`src/rtl/ffgather_seq.sv`:
```
module ffgather_seq #(
  parameter int VL = 128
) (
  input  logic            clk,
  input  logic            rst_n,
  input  logic            start,
  input  logic [31:0]     insn,
  input  logic [VL/8-1:0] pred,
  input  logic [VL/8-1:0] ffr_in,
  input  logic [VL-1:0]   base_vec,
  output logic            mem_req_valid,
  input  logic            mem_req_ready,
  output logic [63:0]     mem_req_addr,
  input  logic            mem_rsp_valid,
  input  logic [7:0]      mem_rsp_data,
  input  logic            mem_rsp_fault,
  output logic            busy,
  output logic            done,
  output logic            abort,
  output logic            undef,
  output logic [VL-1:0]   dst_vec,
  output logic [VL/8-1:0] ffr_out
);
  localparam int PL   = VL / 8;
  localparam int NL32 = VL / 32;
  localparam int NL64 = VL / 64;
  localparam int LW   = (NL32 > 1) ? $clog2(NL32) : 1;
  localparam int GW   = $clog2(PL);

  typedef enum logic [1:0] {S_IDLE, S_LANE, S_REQ, S_RSP} st_t;

  st_t           st;
  logic [LW-1:0] lane;
  logic          w64, first_r, flt_r, unk_r;
  logic [4:0]    imm;
  logic [PL-1:0] pred_r, ffr_r;
  logic [VL-1:0] base_r, res_r;
  logic [63:0]   addr_r;
  logic          done_r, abort_r, undef_r;

  wire is32  = insn[31:23] == 9'b100001000 && insn[22:21] == 2'b01 && insn[15:13] == 3'b101;
  wire is64  = insn[31:23] == 9'b110001000 && insn[22:21] == 2'b01 && insn[15:13] == 3'b101;
  wire legal = is32 | is64;
  logic unused_fields;
  assign unused_fields = ^insn[12:0];

  logic any_act;
  always_comb begin
    any_act = 1'b0;
    for (int i = 0; i < PL; i++)
      if (is64 ? (i % 8 == 0) : (i % 4 == 0)) any_act = any_act | pred[i];
  end

  logic [GW-1:0] gidx;
  logic [63:0]   elem_base;
  logic          lane_act, last;
  assign gidx      = GW'(int'(lane) * (w64 ? 8 : 4));
  assign lane_act  = pred_r[gidx];
  assign elem_base = w64 ? base_r[int'(lane)*64 +: 64] : {32'b0, base_r[int'(lane)*32 +: 32]};
  assign last      = w64 ? (lane == LW'(NL64 - 1)) : (lane == LW'(NL32 - 1));

  logic        lane_flt, flt_n, ffr_bit, unk_n, retire;
  logic [63:0] val;
  always_comb begin
    lane_flt = (st == S_RSP) && !first_r && mem_rsp_fault;
    flt_n    = flt_r | lane_flt;
    ffr_bit  = ffr_r[gidx] & ~flt_n;
    unk_n    = unk_r | ~ffr_bit;
    val      = '0;
    if (st == S_RSP && !unk_n) val = {{56{mem_rsp_data[7]}}, mem_rsp_data};
    retire   = (st == S_LANE && !lane_act) ||
               (st == S_RSP && mem_rsp_valid && !(first_r && mem_rsp_fault));
  end

  always_ff @(posedge clk) begin
    if (!rst_n) begin
      st <= S_IDLE; lane <= '0; w64 <= 1'b0; imm <= '0;
      first_r <= 1'b0; flt_r <= 1'b0; unk_r <= 1'b0;
      pred_r <= '0; ffr_r <= '0; base_r <= '0; res_r <= '0; addr_r <= '0;
      done_r <= 1'b0; abort_r <= 1'b0; undef_r <= 1'b0;
    end else begin
      done_r <= 1'b0; abort_r <= 1'b0; undef_r <= 1'b0;
      case (st)
        S_IDLE: if (start) begin
          if (!legal) undef_r <= 1'b1;
          else begin
            w64 <= is64; imm <= insn[20:16];
            pred_r <= pred; ffr_r <= ffr_in;
            if (any_act) base_r <= base_vec;
            res_r <= '0; lane <= '0;
            first_r <= 1'b1; flt_r <= 1'b0; unk_r <= 1'b0;
            st <= S_LANE;
          end
        end
        S_LANE: if (lane_act) begin
          addr_r <= elem_base + 64'(imm);
          st <= S_REQ;
        end
        S_REQ: if (mem_req_ready) st <= S_RSP;
        S_RSP: if (mem_rsp_valid) begin
          if (first_r && mem_rsp_fault) begin
            abort_r <= 1'b1;
            st <= S_IDLE;
          end
          first_r <= 1'b0;
        end
        default: st <= S_IDLE;
      endcase
      if (retire) begin
        flt_r <= flt_n;
        unk_r <= unk_n;
        if (w64) begin
          res_r[int'(lane)*64 +: 64] <= val;
          if (flt_n) ffr_r[gidx +: 8] <= '0;
        end else begin
          res_r[int'(lane)*32 +: 32] <= val[31:0];
          if (flt_n) ffr_r[gidx +: 4] <= '0;
        end
        if (last) begin
          done_r <= 1'b1;
          st <= S_IDLE;
        end else begin
          lane <= lane + LW'(1);
          st <= S_LANE;
        end
      end
    end
  end

  assign mem_req_valid = (st == S_REQ);
  assign mem_req_addr  = addr_r;
  assign busy          = (st != S_IDLE);
  assign done          = done_r;
  assign abort         = abort_r;
  assign undef         = undef_r;
  assign dst_vec       = res_r;
  assign ffr_out       = ffr_r;
endmodule

```
`config.mk`:
```
export PLATFORM = sky130hd
export DESIGN_NAME = ffgather_seq
export DESIGN_NICKNAME = d
export VERILOG_FILES = /design/src/rtl/ffgather_seq.sv
export SDC_FILE = /design/constraint.sdc
export NUM_CORES = 1
export LEC_CHECK = 0
export ABC_CLOCK_PERIOD_IN_PS = 11600
export BUFFER_PORTS_ARGS = -buffer_cell sky130_fd_sc_hd__buf_2
export CAP_MARGIN = 20
export CORE_MARGIN = 2
export CORE_UTILIZATION = 29
export CTS_CLUSTER_DIAMETER = 60
export CTS_CLUSTER_SIZE = 20
export DETAILED_ROUTE_END_ITERATION = 8
export PLACE_DENSITY = 0.53
export SKIP_CTS_REPAIR_TIMING = 1
export SLEW_MARGIN = 40
export SYNTH_ARGS = -nofsm -noshare
export SYNTH_HDL_FRONTEND = slang
export SYNTH_SLANG_ARGS = --single-unit
```
`constraint.sdc`:
```
create_clock -name clk -period 11.6 [get_ports clk]
set_clock_uncertainty 0.2 [all_clocks]
set_input_delay 0 -clock clk [delete_from_list [all_inputs] [get_ports clk]]
set_output_delay 0 -clock clk [all_outputs]
set_load 0.02 [all_outputs]
```
[After elaboration in Yosys (flattened, before gate mapping)]
Cells that the tools add are included.
Storage, ports and cells
  word-level logic and storage cells: 144
  output and inout bits: 213
  bits of input ports: 206
  flip-flop bits (word level): 368
Operators by class
  reductions and logical operators: 31
  mux-type cells: 54
  add/subtract/negate cells: 5
  $mul: 1
  equal/unequal tests: 18
  order comparisons: 1
  shifts and indexed selects: 10
  bitwise gates (word level): 9
Operator list (number)
  2-to-1 mux 128 bit: 6
  bitwise mux 128 bit: 2
  2-to-1 mux 16 bit: 8
  2-to-1 mux 64 bit: 2
  variable shift 32 x 33 -> 128 bit, first input constant: 1
  variable shift 64 x 33 -> 128 bit, first input constant: 1
  variable part select 128 x 8 -> 32 bit: 1
  variable part select 128 x 9 -> 64 bit: 1
  variable part select 32 x 33 -> 128 bit: 1
  variable part select 64 x 33 -> 128 bit: 1
  adder 64 x 5 -> 64 bit: 1
  negator 7 -> 33 bit: 1
  negator 8 -> 33 bit: 1
  bitwise mux 16 bit: 2
  2-to-1 mux 2 bit: 12
  equality test 9 bit, second input constant: 2
  2-to-1 mux 1 bit: 17
  variable shift 4 x 6 -> 16 bit, first input constant: 1
  variable shift 8 x 6 -> 16 bit, first input constant: 1
  variable part select 4 x 6 -> 16 bit, first input constant: 1
  variable part select 8 x 6 -> 16 bit, first input constant: 1
  inequality test 3 bit, second input constant: 4
  AND reduction 3 bit: 4
  logical AND 1 bit: 11
  24 further kinds: 46

[Depth between registers and ports, before layout]
  depth in word-level cells: 15
  gate-level depth with buffers: 21
  mapped depth without buffers: 14

[Least setup slack after synthesis]
Ideal clock, no wire load.
  kind: flip-flop to flip-flop
  start point: register lane[0]
  end point: register addr_r[24] (netlist: mem_req_addr[24])
  data required time: 11268 ps
  path slack: 6370 ps
  setup time: 132 ps
  arrival: 4898 ps
  path buffers: 9
  stages on the path, launching flop included: 21
  period minus slack after synthesis: 5230 ps
  path through: dfxtp_1 buf_6 buf_6 buf_4 buf_2 buf_4 buf_2 buf_1 clkbuf_1 mux2i_1 o22ai_1 ha_1 nor2b_1 o21ai_0 a21boi_0 o2111ai_2 or3_1 buf_4 or4_1 nand3_1 a21oi_1
Between the ends
  word-level cells in the longest chain between the ends: 4
  elaborated cells between the ends (all ways): 8
  classes of those cells: add/sub (1); mul (1); shift (2); mux (3); reduce/logical (1)
Ends and longest elaborated chain
  start, declared: RTL line 33  | logic [LW-1:0] lane;
  start signal, assigned: RTL line 123  | lane <= lane + LW'(1);
  parallel branches: the longest is 4 deep, another holds adder 64 x 5 -> 64 bit
  end signal, assigned: RTL line 96  | addr_r <= elem_base + 64'(imm);
  end, declared: RTL line 38  | logic [63:0] addr_r;
Parallel ways; which one is timed is not known. The select of a mux whose other input is x is not followed.
A chain may end at the register's enable or synchronous reset.

[Worst setup path after layout]
  start point: register lane[0]
  end point: register addr_r[26] (netlist: mem_req_addr[26])
Same word-level chain as after synthesis.

==> results_dict.tcl <==
set metrics [dict create \
    status "finished clean" \
    coreArea_mm2 0.0552 \
    cp_cell_sequence "buf_4 -> nand2b_1 -> nor2_1 -> a221o_1 -> ha_1 -> inv_1 -> fa_1 -> nor2b_1 -> o21ai_0 -> a21boi_0 -> o2111ai_2 -> or3_1 -> or4_1 -> nand3_1 -> a21oi_1" \
    max_freq_ghz 0.173 \
    preCtsSetupSlack_ns 5.77 \
    drtAntennaViolNets 0 \
    viasPerCell 4.93 \
    portBuffers 393 \
    final_cell_mix "486 x nand2_1, 394 x buf_2, 353 x dfxtp_1, 293 x a21oi_1, 170 x dlygate4sd3_1" \
    root_buffer "clkbuf_16" \
    holdWs_ns 0.0125 \
    seqCellArea_mm2 0.00713 \
    fin_crit_sh_pct 49.8 \
    grt_start_max_net_pins 183 \
    synth_area_leaders "dfxtp_1 44%, nand2_1 11%, a21oi_1 9.1%" \
    final_area_mm2 0.0216 \
    cellPowerDensity_mw_per_mm2 141 \
    cp-start-kind "flop" \
    irDropWorstVdd_v 0.0000896 \
    leakage_nw 8.38 \
    yosysSeqAreaShare_pct 44.0 \
    yosysWarnings 0 \
    rr_endpoint "mem_req_addr[26]$_SDFFE_PN0P_" \
    min_delay_worst_endpoint "first_r$_SDFFE_PN0P_" \
    grtUsageTotal_pct 19.0 \
    clockBufferDepth 3 \
    worstHoldStart "insn[27]" \
    ys_ff_latch 356 \
    fillers 5688 \
    rsz0062_at_grt "false" \
    dr_wl_met3_um 3710 \
    reg2reg_slack_ns 5.82 \
    max_cap_viol_count 0 \
    clock-sinks 356 \
    final_util_pct 39.2 \
    finalWirelength_um 59000 \
    drc 0 \
    initial_core_util_pct 29.4 \
    synth_top_area_share_pct 44.0 \
    cts_tree "built" \
    nets 2712 \
    arrival_ns 5.98 \
    criticalPathCategory "reg -> reg" \
    grt_pass1_wl_um 84800 \
    end_kind "flop" \
    vias 16100 \
    dr_wl_met2_um 26300 \
    r2r_start "lane[0]$_SDFF_PN0_" \
    slew_headroom_pct 45.3 \
    gp_congestion 0.839 \
    drv_slew 0 \
    h-tree-depth 2 \
    rows 86 \
    cts_buffers 36 \
    multi_input_area_mm2 0.00840 \
    grt_pass1_vias 14100 \
    die_area_mm2 0.0578 \
    postSynthAreaPerCell_um2 8.06 \
    mostFrequentLayoutCell "nand2_1" \
    synth_flop_cell "dfxtp_1" \
    wl_per_cell_um 18.1 \
    hpwl_um 42500 \
    required_ns 11.80 \
    synth_nets 2235 \
    synth_edf_count 0 \
    area_growth_pct 33.4 \
    die_h_um 240 \
    hold_path_class "in -> reg" \
    async_flop_share_pct 0 \
    synth.distinct_cells 80 \
    syn_inst 2009 \
    first_pass_iters 5 \
    worst_pin_slew_ns 0.812 \
    slowest_stage "or3_1" \
    cp_max_fo 55 \
    finalSetupViolations 0 \
    drt-met1-wl_um 27700 \
    drtIter0Drc 1128 \
    yosys.area.top_type "dfxtp_1" \
    min_path_cells 8 \
    n_antenna_cell 0 \
    hold_viol_final 0 \
    die_w_um 240 \
    grt_overflow 0 \
    highest_layer "met4" \
    rr_worst_depth 15 \
    fin_tns_setup_ns 0 \
    clk_latency_ns 0.56 \
    path_clk_slew_ns 0.07 \
    period_needed_ns 5.78 \
    fin_ws_ns 5.82 \
    layout-drive-gt1-share_pct 21.7 \
    slowest_delay_ns 0.85 \
    placed_area_mm2 0.0187 \
    io_pins 419 \
    antenna_found_initial 0 \
    syn-cell-area_mm2 0.0162 \
]
[layer usage]
metal  vias up  GRT usage, %
met5         -             0
met4         0          5.46
met3        83          3.42
met2       496          29.0
met1      7537          27.3
li1       7948             -
[registers in the layout, indices dropped and copies added (netlist names)]
register and count:
w64 1, dst_vec 128, first_r 1, undef 1, pred_r 4, abort 1
imm 5, mem_req_addr 64, base_r 128, lane 2, ffr_out 16, unk_r 1
flt_r 1, done 1, st 2
[critical path: cells and delay by family (launching register included)]
family / cells / cell delay [ns]
buffers and inverters: 2 / 0.67
AND/OR/NAND/NOR: 6 / 2.30
AO/OA/AOI/OAI: 5 / 1.23
adder cells (fa/ha/maj): 2 / 0.57
flip-flops: 1 / 0.62
[synth_stat cells, types with 4 or more instances]
cell type / count
o221ai_1: 4
or2_2: 4
mux2i_1: 74
ha_1: 19
dfxtp_1: 356
a21oi_1: 296
nand4b_1: 4
nand3b_1: 8
xnor2_1: 21
xor2_1: 19
nor3_2: 4
a211oi_1: 19
a21o_1: 28
nor2_1: 110
nor4_2: 4
a22oi_1: 10
o211ai_1: 8
and3_1: 5
a31oi_1: 18
nor2b_1: 11
a22o_1: 7
a32oi_1: 5
a211o_1: 20
nand4_1: 17
o21ai_0: 73
and2_1: 13
a222oi_1: 5
buf_2: 14
nand2b_1: 8
o21ai_1: 4
o22ai_1: 5
o31ai_1: 9
buf_1: 13
clkbuf_1: 109
buf_6: 5
nor4_1: 9
or4_1: 12
mux2_2: 26
nor3_1: 17
or3_1: 11
buf_4: 6
nand3_1: 44
inv_1: 18
nand2_1: 486
[where the power goes]
| part | total, mW | internal [mW] | switching [mW] |
|---|---|---|---|
| Combinational | 0.586 | 0.217 | 0.369 |
| Clock | 1.20 | 0.645 | 0.553 |
| Sequential | 1.26 | 1.23 | 0.0346 |
| Total | 3.05 | 2.09 | 0.956 |
[kinds of logic after synthesis]
group / share of synthesized area (%)
compound gates: 19.4
mux: 6.45
xor+xnor: 2.16
buf+inv: 4.71
fa+ha+maj: 1.59
flops: 44.0
simple gates: 21.7
[final cells by class]
class                      count  area share [%]
multi-input combinational   1482            38.9
sequential                   356            33.0
timing repair buffer         589            17.9
clock buffer                  44            4.49
tap                          748            4.33
clock inverter                18            1.03
inverter                      21           0.423
[worst max path at each step]
stage	from	to	slack, ns	depth (start not counted)
2_1_floorplan	lane[0]$_SDFF_PN0_	mem_req_addr[24]$_SDFFE_PN0P_	6.37	20
3_3_place_gp	lane[0]$_SDFF_PN0_	mem_req_addr[24]$_SDFFE_PN0P_	5.87	15
3_5_place_dp	lane[0]$_SDFF_PN0_	mem_req_addr[26]$_SDFFE_PN0P_	5.77	15
4_1_cts	lane[0]$_SDFF_PN0_	mem_req_addr[26]$_SDFFE_PN0P_	5.77	15
5_1_grt	lane[0]$_SDFF_PN0_	mem_req_addr[26]$_SDFFE_PN0P_	5.41	15
6_report	lane[0]$_SDFF_PN0_	mem_req_addr[26]$_SDFFE_PN0P_	5.82	15
[per-stage QoR]
step                instances  power [mW]
CTS                      3086        3.03
global placement         3021        1.82
detailed placement       3024        1.83
floorplan                2009        1.66
global route             3258        3.18
finish                   3258        3.05
(Power assumes the default switching activity.)
